File: config.mk
export PLATFORM = sky130hd
export DESIGN_NAME = pio_cond_qual
export DESIGN_NICKNAME = d
export VERILOG_FILES = /design/src/rtl/pio_cq_pkg.sv /design/src/rtl/pio_cq_chan.sv /design/src/rtl/pio_cq_regs.sv /design/src/rtl/pio_cq_resp.sv /design/src/rtl/pio_cond_qual.sv
export SDC_FILE = /design/constraint.sdc
export NUM_CORES = 1
export LEC_CHECK = 0
export ABC_AREA = 1
export BUFFER_PORTS_ARGS = -buffer_cell sky130_fd_sc_hd__buf_2
export CAP_MARGIN = 20
export CORE_UTILIZATION = 40
export CTS_BUF_LIST = sky130_fd_sc_hd__clkbuf_8
export DETAILED_ROUTE_END_ITERATION = 8
export SYNTH_ARGS = -nofsm -noshare
export SYNTH_HDL_FRONTEND = slang
export SYNTH_SLANG_ARGS = --single-unit
File: constraint.sdc
create_clock -name clk -period 1.55 [get_ports clk]
set_input_delay 0 -clock clk [delete_from_list [all_inputs] [get_ports clk]]
set_output_delay 0 -clock clk [all_outputs]
set_load 0.02 [all_outputs]
File: src/rtl/pio_cq_pkg.sv
package pio_cq_pkg;
  localparam int REG_W = 8;
  localparam int NREG  = 6;

  typedef enum logic [2:0] {
    SEL_PIN  = 3'd0,
    SEL_OUT  = 3'd1,
    SEL_ACT  = 3'd2,
    SEL_MASK = 3'd3,
    SEL_POL  = 3'd4,
    SEL_CTL  = 3'd5,
    SEL_NONE = 3'd7
  } reg_sel_e;

  // control/status bit positions
  localparam int CTL_SRC  = 0;
  localparam int CTL_AND  = 1;
  localparam int CTL_PWR  = 3;
  localparam int CTL_STRP = 6;
  localparam int CTL_VCC  = 7;
endpackage

File: src/rtl/pio_cq_chan.sv
module pio_cq_chan #(
  parameter int MIN_PW = 4
) (
  input  logic clk,
  input  logic rst,
  input  logic pin,
  input  logic act_clr,
  output logic level,
  output logic act
);
  localparam int CNT_W = (MIN_PW < 2) ? 1 : $clog2(MIN_PW + 1);
  localparam logic [CNT_W-1:0] CNT_LAST = CNT_W'(MIN_PW - 1);

  logic             sync1, sync2, lvl_q, act_q;
  logic [CNT_W-1:0] run_q;
  logic             differs, accept;

  assign differs = (sync2 != lvl_q);
  assign accept  = differs && (run_q == CNT_LAST);

  always_ff @(posedge clk) begin
    if (rst) begin
      // pipeline tracks the pin during reset so no change is seen at release
      sync1 <= pin;
      sync2 <= sync1;
      lvl_q <= sync2;
      run_q <= '0;
      act_q <= 1'b0;
    end else begin
      sync1 <= pin;
      sync2 <= sync1;
      if (accept) begin
        lvl_q <= sync2;
        run_q <= '0;
      end else if (differs) begin
        run_q <= run_q + CNT_W'(1);
      end else begin
        run_q <= '0;
      end
      if (accept)       act_q <= 1'b1;
      else if (act_clr) act_q <= 1'b0;
    end
  end

  assign level = lvl_q;
  assign act   = act_q;
endmodule

File: src/rtl/pio_cq_regs.sv
module pio_cq_regs
  import pio_cq_pkg::*;
#(
  parameter int NCH    = 2,
  parameter int ADDR_W = 10,
  parameter int BASE   = 'h220
) (
  input  logic              clk,
  input  logic              rst,
  input  logic [ADDR_W-1:0] reg_addr,
  input  logic              reg_wr,
  input  logic [REG_W-1:0]  reg_wdata,
  input  logic              pol_strap,
  input  logic              vcc_ok,
  input  logic [NCH-1:0]    pin_lvl,
  input  logic [NCH-1:0]    act,
  output logic [REG_W-1:0]  reg_rdata,
  output logic [NCH-1:0]    out_latch,
  output logic [NCH-1:0]    mask,
  output logic [NCH-1:0]    pol,
  output logic              src_act,
  output logic              use_and,
  output logic              pwr_flag
);
  localparam int PAD = REG_W - NCH;

  logic [ADDR_W-1:0] off;
  reg_sel_e          sel;
  logic [REG_W-1:0]  rd_mux;

  assign off = reg_addr - ADDR_W'(BASE);

  always_comb begin
    if (off < ADDR_W'(NREG)) sel = reg_sel_e'(off[2:0]);
    else                     sel = SEL_NONE;
  end

  always_ff @(posedge clk) begin
    if (rst) begin
      out_latch <= {NCH{pol_strap}};
      mask      <= '0;
      pol       <= '0;
      src_act   <= 1'b0;
      use_and   <= 1'b0;
      pwr_flag  <= 1'b1;
    end else if (reg_wr) begin
      unique case (sel)
        SEL_OUT:  out_latch <= reg_wdata[NCH-1:0];
        SEL_MASK: mask      <= reg_wdata[NCH-1:0];
        SEL_POL:  pol       <= reg_wdata[NCH-1:0];
        SEL_CTL: begin
          src_act  <= reg_wdata[CTL_SRC];
          use_and  <= reg_wdata[CTL_AND];
          pwr_flag <= pwr_flag & reg_wdata[CTL_PWR];
        end
        default: ;
      endcase
    end
  end

  always_comb begin
    rd_mux = '0;
    unique case (sel)
      SEL_PIN:  rd_mux = {{PAD{1'b1}}, pin_lvl};
      SEL_OUT:  rd_mux = {{PAD{1'b1}}, out_latch};
      SEL_ACT:  rd_mux = {{PAD{1'b0}}, act};
      SEL_MASK: rd_mux = {{PAD{1'b0}}, mask};
      SEL_POL:  rd_mux = {{PAD{1'b0}}, pol};
      SEL_CTL: begin
        rd_mux[CTL_SRC]  = src_act;
        rd_mux[CTL_AND]  = use_and;
        rd_mux[CTL_PWR]  = pwr_flag;
        rd_mux[CTL_STRP] = pol_strap;
        rd_mux[CTL_VCC]  = vcc_ok;
      end
      default: rd_mux = '0;
    endcase
  end

  always_ff @(posedge clk) begin
    if (rst) reg_rdata <= '0;
    else     reg_rdata <= rd_mux;
  end
endmodule

File: src/rtl/pio_cq_resp.sv
module pio_cq_resp #(
  parameter int NCH = 2
) (
  input  logic           clk,
  input  logic           rst,
  input  logic [NCH-1:0] pin_lvl,
  input  logic [NCH-1:0] act,
  input  logic [NCH-1:0] mask,
  input  logic [NCH-1:0] pol,
  input  logic           src_act,
  input  logic           use_and,
  input  logic           pwr_flag,
  output logic           resp
);
  logic [NCH-1:0] hit;
  logic [NCH-1:0] ok;
  logic           any_hit, all_ok, next_resp;

  for (genvar c = 0; c < NCH; c++) begin : g_ch
    logic srcv;
    assign srcv   = src_act ? act[c] : pin_lvl[c];
    assign hit[c] = mask[c] & (srcv == pol[c]);
    assign ok[c]  = ~mask[c] | (srcv == pol[c]);
  end

  assign any_hit   = |hit;
  assign all_ok    = (&ok) & (|mask);
  assign next_resp = pwr_flag | (use_and ? all_ok : any_hit);

  always_ff @(posedge clk) begin
    if (rst) resp <= 1'b1;
    else     resp <= next_resp;
  end
endmodule

File: src/rtl/pio_cond_qual.sv
module pio_cond_qual #(
  parameter int NCH    = 2,
  parameter int MIN_PW = 4,
  parameter int ADDR_W = 10,
  parameter int BASE   = 'h220
) (
  input  logic              clk,
  input  logic              rst,
  input  logic [NCH-1:0]    pin_in,
  input  logic              pol_strap,
  input  logic              vcc_ok,
  input  logic              act_clr,
  input  logic [ADDR_W-1:0] reg_addr,
  input  logic              reg_wr,
  input  logic [7:0]        reg_wdata,
  output logic [7:0]        reg_rdata,
  output logic [NCH-1:0]    out_latch,
  output logic              cs_resp
);
  logic [NCH-1:0] pin_lvl, act_lvl, mask_q, pol_q;
  logic           src_act_q, use_and_q, porl_q;

  for (genvar c = 0; c < NCH; c++) begin : g_chan
    pio_cq_chan #(.MIN_PW(MIN_PW)) u_chan (
      .clk(clk), .rst(rst), .pin(pin_in[c]), .act_clr(act_clr),
      .level(pin_lvl[c]), .act(act_lvl[c])
    );
  end

  pio_cq_regs #(.NCH(NCH), .ADDR_W(ADDR_W), .BASE(BASE)) u_regs (
    .clk(clk), .rst(rst), .reg_addr(reg_addr), .reg_wr(reg_wr),
    .reg_wdata(reg_wdata), .pol_strap(pol_strap), .vcc_ok(vcc_ok),
    .pin_lvl(pin_lvl), .act(act_lvl), .reg_rdata(reg_rdata),
    .out_latch(out_latch), .mask(mask_q), .pol(pol_q),
    .src_act(src_act_q), .use_and(use_and_q), .pwr_flag(porl_q)
  );

  pio_cq_resp #(.NCH(NCH)) u_resp (
    .clk(clk), .rst(rst), .pin_lvl(pin_lvl), .act(act_lvl),
    .mask(mask_q), .pol(pol_q), .src_act(src_act_q),
    .use_and(use_and_q), .pwr_flag(porl_q), .resp(cs_resp)
  );
endmodule

==> results_dict.tcl, run 1 <==
set metrics [dict create \
    cts.repair.resized 0 \
    nNetsFinal 245 \
    cts_hold_buf 6 \
    route.detailed.drc 0 \
    path_class "input pin to flop" \
    worstReg2RegEnd "u_resp.resp$_SDFF_PP1_" \
    cts.sink_count 30 \
    drt_wl_total_um 2660 \
    powerDensity_nw_per_um2 912 \
    post_cts_buffers 0 \
    postSynth.asyncResetShare_pct 0 \
    vdd_drop_max_uv 559 \
    drt-initial-drc-count 45 \
    switching_share_pct 23.5 \
    syn-num-nets 206 \
    maxSlewViolCount 0 \
    end_kind "flop" \
    max_cap_violations 0 \
    grtUsageTotal_pct 17.6 \
    grt_overflow_total 0 \
    holdPathEnd "u_regs.src_act$_SDFFE_PP0P_" \
    place.gp.congestion 0.892 \
    ys_seq_area_share_pct 47.4 \
    reg2reg_depth 7 \
    crit_path_start_kind "input pin" \
    numCtsBuffers 5 \
    cp.depth 10 \
    core_area_um2 3130 \
    seq_power_share_pct 54.1 \
    yosys_warnings 0 \
    clk_pin_slew_ps 60 \
    crit_top_cell "nor2_1" \
    p_int_uw 1160 \
    hp-start "reg_wdata[0]" \
    fin_crit_sh_pct 80.9 \
    fp-row-count 20 \
    cts-root-buf "clkbuf_8" \
    hpwl_um 1980 \
    fin_tns_setup_ps 0 \
    path_max_fanout 7 \
    vias 1227 \
    cp.required_ps 1720 \
    io_pins 37 \
    synth_enable_flop_cells 4 \
    setup_viol 0 \
    relSlewSlack_pct 74.9 \
    max_stage_delay_ps 260 \
    cpMaxStageDelayCell "ha_1" \
    antenna_cells 0 \
    p_comb_share_pct 8.1 \
    p_leak_uw 0.000845 \
    synth.avg_cell_area_um2 7.73 \
    synth_cells 175 \
    final_antenna_net_count 0 \
    cts_tree "yes" \
    grt_max_degree 13 \
    netlist-cell-type-count 19 \
    start_util_pct 43.2 \
    rrSetupSlack_ps 380 \
    holdPathStages 3 \
    whs_ps 24.9 \
    wl_per_cell_um 10.3 \
    clk_latency_ps 280 \
    dr.pass1.iters 4 \
    synth_flop_cell "dfxtp_1" \
    final.min_clock_period_ps 1250 \
    via_per_inst 4.74 \
    grt_pass1_wl_um 4600 \
    max_clock_freq_ghz 0.797 \
    layout_common_cells "nand2_1 (35), buf_2 (31), inv_1 (30)" \
    clkPwrFrac_pct 37.7 \
    worst_slew_pin_slew_ps 377 \
    r2r-start "u_regs.src_act$_SDFFE_PP0P_" \
    layout-drive-gt1-share_pct 19.5 \
    die_x_um 60.2 \
    portBuffers 31 \
    hp-class "input pin to flop" \
    antenna_found_initial 0 \
    p_sw_uw 357 \
    status "complete, no violations" \
    ctsHtreeMaxLevel 2 \
    clockBufferDepth 2 \
    crit_arrival_ps 1430 \
    path_buf_inv 2 \
    area_delta_synth_final_pct 23.3 \
    grt_setup_unrepaired "false" \
    dieArea_um2 3620 \
    final_common_cell "nand2_1" \
    critical_path.top_delay_family "simple AND/OR/NAND/NOR gates" \
    hold_viol 0 \
    die_h_um 60.2 \
    fin_worst_skew_ps 7.38 \
    grt_pass1_vias 1086 \
    cp_cell_sequence "buf_2 > inv_1 > ha_1 > nand2_1 > nor2_1 > nand3_2 > nor2_2 > nand4_1 > nor3_1 > nor2_1" \
    syn_area_um2 1350 \
    ys_ff_latch 30 \
]
[stage by stage]
step	std cells	utilization, %	worst slack, ps	total power, uW	area [um2]
floorplan	175	-	309	907	1350
global placement	245	48.8	77.8	949	1530
detailed placement	245	48.8	14.5	953	1530
CTS	259	53.3	307	1540	1670
global route	259	53.3	113	1600	1670
finish	259	53.3	295	1520	1670
[worst register-to-register path: stages, from the launching register on]
cell     delay [ps]
dfxtp_1         400
inv_1            90
nand2_1          60
nand2_1          60
o21ai_0         170
o21ai_0         130
nand2_1          70
nand3_1          70
[power by group through the flow]
stage	clock, uW	sequential (uW)	combinational [uW]
2_1_floorplan	0	843	64.0
3_3_place_gp	0	839	110
3_5_place_dp	0	840	112
4_1_cts	594	823	124
5_1_grt	634	825	144
6_report	574	823	124
[metal layers]
| layer | routed length, um | vias to the layer above | part of all wire, % | track usage [%] |
|---|---|---|---|---|
| met5 | 0 | - | 0 | 0 |
| met4 | 27 | 0 | 1.0 | 6.98 |
| met3 | 121 | 4 | 4.5 | 6.28 |
| met2 | 1370 | 34 | 51 | 29.7 |
| met1 | 1150 | 551 | 43 | 20.0 |
| li1 | - | 638 | - | - |
[synth_stat cells (3+ instances only)]
cell       n  area (um2)
xor2_1     3        26.3
o21ai_0    6        30.0
ha_1       5        62.6
nor2_1    25        93.8
nand2_1   35         131
edfxtp_1   4         120
nand4_1   16         100
nand3_1   10        50.1
a21oi_1    3        15.0
dfxtp_1   26         521
inv_1     29         109
[cell families (layout without fill, tap and decap cells)]
logic type	after synthesis	in the layout	share of synthesized area, %
simple gates	90	90	29.8
buf+inv	36	76	11.8
flops	30	30	47.4
compound gates	11	11	4.44
fa+ha+maj	5	5	4.63
xor+xnor	3	3	1.94
[final cells by class]
| type | count | area, um2 |
|---|---|---|
| Tap cell | 44 | 55.1 |
| Clock buffer | 5 | 68.8 |
| Clock inverter | 3 | 12.5 |
| Timing Repair Buffer | 39 | 230 |
| Fill cell | 306 | 1460 |
| Multi-Input combinational cell | 109 | 552 |
| Inverter | 29 | 109 |
| Sequential cell | 30 | 641 |
[worst max-delay path by stage]
stage,start,end,slack [ps]
6_report,reg_addr[5],u_regs.pwr_flag$_SDFFE_PP1P_,300
5_1_grt,reg_addr[5],u_regs.use_and$_SDFFE_PP0P_,110
4_1_cts,reg_addr[5],u_regs.pwr_flag$_SDFFE_PP1P_,310
3_5_place_dp,reg_addr[5],u_regs.pwr_flag$_SDFFE_PP1P_,10
3_3_place_gp,reg_addr[5],u_regs.pwr_flag$_SDFFE_PP1P_,80
2_1_floorplan,reg_addr[5],u_regs.out_latch[0]$_DFFE_PP_,310
[sequential cells by signal (all words and copies together), names as in the netlist]
| signal | flops |
|---|---|
| g_chan.u_chan.act | 2 |
| g_chan.u_chan.level | 2 |
| g_chan.u_chan.run_q | 6 |
| g_chan.u_chan.sync1 | 2 |
| g_chan.u_chan.sync2 | 2 |
| u_regs.mask | 2 |
| u_regs.out_latch | 2 |
| u_regs.pol | 2 |
| u_regs.pwr_flag | 1 |
| u_regs.reg_rdata | 6 |
| u_regs.src_act | 1 |
| u_regs.use_and | 1 |
| u_resp.resp | 1 |
Note: power is estimated with default switching activity, not from simulation.
==> run 2: changes to the inputs <==
ABC_AREA = 0   (was 1)
clock period = 1.2 ns   (was 1.55 ns; I/O delays follow)
==> run 2 against run 1 <==
The flow now finishes with violations (setup timing). Sequential cell count unchanged. Sequential share of layout area down 3.0 points. Highest routed layer unchanged. Final area increased by 9.2%. Critical path type is now flop to flop. Setup slack got worse by 350 ps. First-iteration DRC count fell by 71%. Critical path depth decreased by 6. Count of clock-buffer cells in the layout is 1 higher. Critical endpoint is now g_chan[1].u_chan.run_q[1]$_SDFF_PP0_. Final cell count decreased by 16%.
==> results_dict.tcl, run 2 <==
set metrics [dict create \
    status "complete, but fails checks" \
    violations "setup timing" \
    max_stage_delay_ps 430 \
    hp-start "reg_wdata[1]" \
    nNetsFinal 204 \
    reg2reg_depth 4 \
    synth_top_cell_area_share_pct 39.9 \
    core_area_um2 3080 \
    hp-class "input pin to flop" \
    cts_tree "yes" \
    max_cap_violations 0 \
    synth_compound_area_share_pct 6.43 \
    vias 1030 \
    fin_crit_sh_pct 104 \
    holdPathStages 3 \
    worst_slew_pin_slew_ps 352 \
    muxShareOfSynthArea_pct 12.3 \
    grt_pass1_vias 939 \
    cts-root-buf "clkbuf_8" \
    r2r-start "g_chan[1].u_chan.level$_DFFE_PP_" \
    final_antenna_net_count 0 \
    area_delta_synth_final_pct 39.7 \
    layout-drive-gt1-share_pct 40.8 \
    worst_slack_ps -51.1 \
    synth_xor_area_share_pct 3.36 \
    path_max_fanout 3 \
    cp_cell_sequence "buf_4 > xnor2_2 > or3_4 > nor2_4" \
    netlist-cell-type-count 34 \
    synthSimpleGateAreaFrac_pct 18.1 \
    clockBufferDepth 2 \
    fp-row-count 20 \
    clk_pin_slew_ps 60 \
    postSynth.asyncResetShare_pct 0 \
    antenna_found_initial 0 \
    die_h_um 59.1 \
    vdd_drop_max_uv 817 \
    grt_overflow_total 0 \
    start_util_pct 42.4 \
    syn_area_um2 1300 \
    dr.pass1.iters 4 \
    hpwl_um 1900 \
    synth_common_cells "dfxtp_1 (26), nor2_1 (18), inv_1 (10), mux2i_1 (10), nand2b_1 (7)" \
    drt-initial-drc-count 13 \
    synth_enable_flop_cells 4 \
    ys_seq_area_share_pct 49.1 \
    synth.avg_cell_area_um2 10.3 \
    antenna_cells 0 \
    pre_cts_ws_ps -106 \
    dieArea_um2 3490 \
    hold_viol 0 \
    dp.cells 201 \
    synth_most_common_cell "dfxtp_1" \
    dpl_cell_area_um2 1510 \
    drt_wl_total_um 2580 \
    maxSlewViolCount 0 \
    place.gp.congestion 0.828 \
    final.min_clock_period_ps 1250 \
    powerDensity_nw_per_um2 1160 \
    route.detailed.drc 0 \
    ys_ff_latch 30 \
    grt_setup_unrepaired "true" \
    max_clock_freq_ghz 0.799 \
    die_x_um 59.1 \
    wl_per_cell_um 11.8 \
    numCtsBuffers 5 \
    clk_latency_ps 270 \
    synth_top_family_by_area "simple AND/OR/NAND/NOR gates" \
    whs_ps 21.4 \
    reg_top3 "g_chan.u_chan.run_q: 6 flops, u_regs.reg_rdata: 6 flops" \
    io_pins 37 \
    final_common_cell "buf_2" \
    yosys_warnings 0 \
    holdPathEnd "u_regs.pol[1]$_SDFFE_PP0P_" \
    crit_path_start_kind "flop" \
    grt_pass1_wl_um 4240 \
    grtUsageTotal_pct 17.2 \
    cp.required_ps 1410 \
    fin_worst_skew_ps 4.74 \
    synthAdderAreaFrac_pct 4.80 \
    layout_common_cells "buf_2 (31), dfxtp_1 (22), nor2_1 (15)" \
    synthTopCellsByArea "dfxtp_1 (40%), edfxtp_1 (9.2%), mux2i_1 (7.7%)" \
    fin_area_um2 1820 \
    yosysTopAreaCell "dfxtp_1" \
    cpMaxStageDelayCell "edfxtp_1" \
    cts.sink_count 30 \
    portBuffers 31 \
    via_per_inst 4.72 \
    relSlewSlack_pct 76.5 \
    synth_flop_cell "dfxtp_1" \
    p_leak_uw 0.000819 \
    synth_cells 127 \
    worstReg2RegEnd "g_chan[1].u_chan.run_q[1]$_SDFF_PP0_" \
    crit_arrival_ps 1460 \
    grt_max_degree 20 \
    end_kind "flop" \
    path_class "flop to flop" \
    ctsHtreeMaxLevel 2 \
    syn-num-nets 158 \
    fin_cells 218 \
    rrSetupSlack_ps -50 \
    setup_viol 7 \
]
[run 2: cell count changes after synthesis, sizes merged, moves of 3 or more]
cell / previous run / this run
inv: 29 / 10
nor2: 27 / 18
a21oi: 3 / 6
xnor2: 0 / 4
nand2b: 0 / 7
mux2i: 0 / 10
nand2: 35 / 5
nand4: 16 / 3
nand3: 11 / 1
[run 2: critical path: cells and delay by family (launching register included)]
family,cells,cell delay (ps)
flip-flops,1,430
buffers and inverters,1,170
AND/OR/NAND/NOR,2,460
XOR/XNOR,1,130
[run 2: logic make-up after synthesis]
| logic type | after synthesis |
|---|---|
| buf+inv | 16 |
| flops | 30 |
| mux | 13 |
| xor+xnor | 5 |
| compound gates | 14 |
| fa+ha+maj | 5 |
| simple gates | 44 |
[run 2: routing by layer]
layer	up-vias	global-route usage, %	routed length [um]
met1	474	18.6	1140
met3	4	7.42	115
li1	524	-	-
met2	28	29.5	1290
met5	-	0	0
met4	0	7.14	38
[run 2: metrics by stage]
| stage | setup TNS, ps | util (%) | total power (uW) |
|---|---|---|---|
| 6_report | -235 | 59.2 | 2110 |
| 5_1_grt | -637 | 59.2 | 2220 |
| 4_1_cts | -95.8 | 55.8 | 2090 |
| 3_5_place_dp | -1400 | 49.0 | 1260 |
| 3_3_place_gp | -976 | 49.0 | 1260 |
| 2_1_floorplan | -84.4 | - | 1190 |
[run 2: worst max path at each step]
stage                                                 from                              endpoint  slack [ps]  cells past startpoint
after global routing      g_chan[1].u_chan.level$_DFFE_PP_                u_resp.resp$_SDFF_PP1_         -90                      4
after global placement                         reg_addr[5]         u_regs.out_latch[1]$_DFFE_PP_        -100                      6
final                     g_chan[1].u_chan.level$_DFFE_PP_  g_chan[1].u_chan.run_q[1]$_SDFF_PP0_         -50                      4
after CTS                    u_regs.out_latch[0]$_DFFE_PP_        u_regs.reg_rdata[0]$_SDFF_PP0_         -30                      3
after floorplan              u_regs.out_latch[0]$_DFFE_PP_        u_regs.reg_rdata[0]$_SDFF_PP0_         -60                      3
after detailed placement                       reg_addr[5]         u_regs.out_latch[1]$_DFFE_PP_        -110                      6
[run 2: cell type report]
cell class                 instances  area (um2)
clock inverter                     2        8.76
sequential                        30         646
inverter                          10        37.5
timing repair buffer              45         279
clock buffer                       6        82.6
multi-input combinational         81         713
fill                             274        1260
tap                               44        55.1
[run 2: where the power goes]
part,internal [uW],switching (uW),leakage [uW]
Combinational,131,111,0.000514
Sequential,1050,22.3,0.000252
Clock,453,345,0.0000524
Total,1630,477,0.000819
[run 2: what timing repair did]
action,4_1_cts,5_1_grt
hold buffers,6,0
gates resized for setup,13,15
pin swaps,9,6
endpoints found under the setup margin,10,11
endpoints found under the hold margin,6,0
buffers inserted,1,2
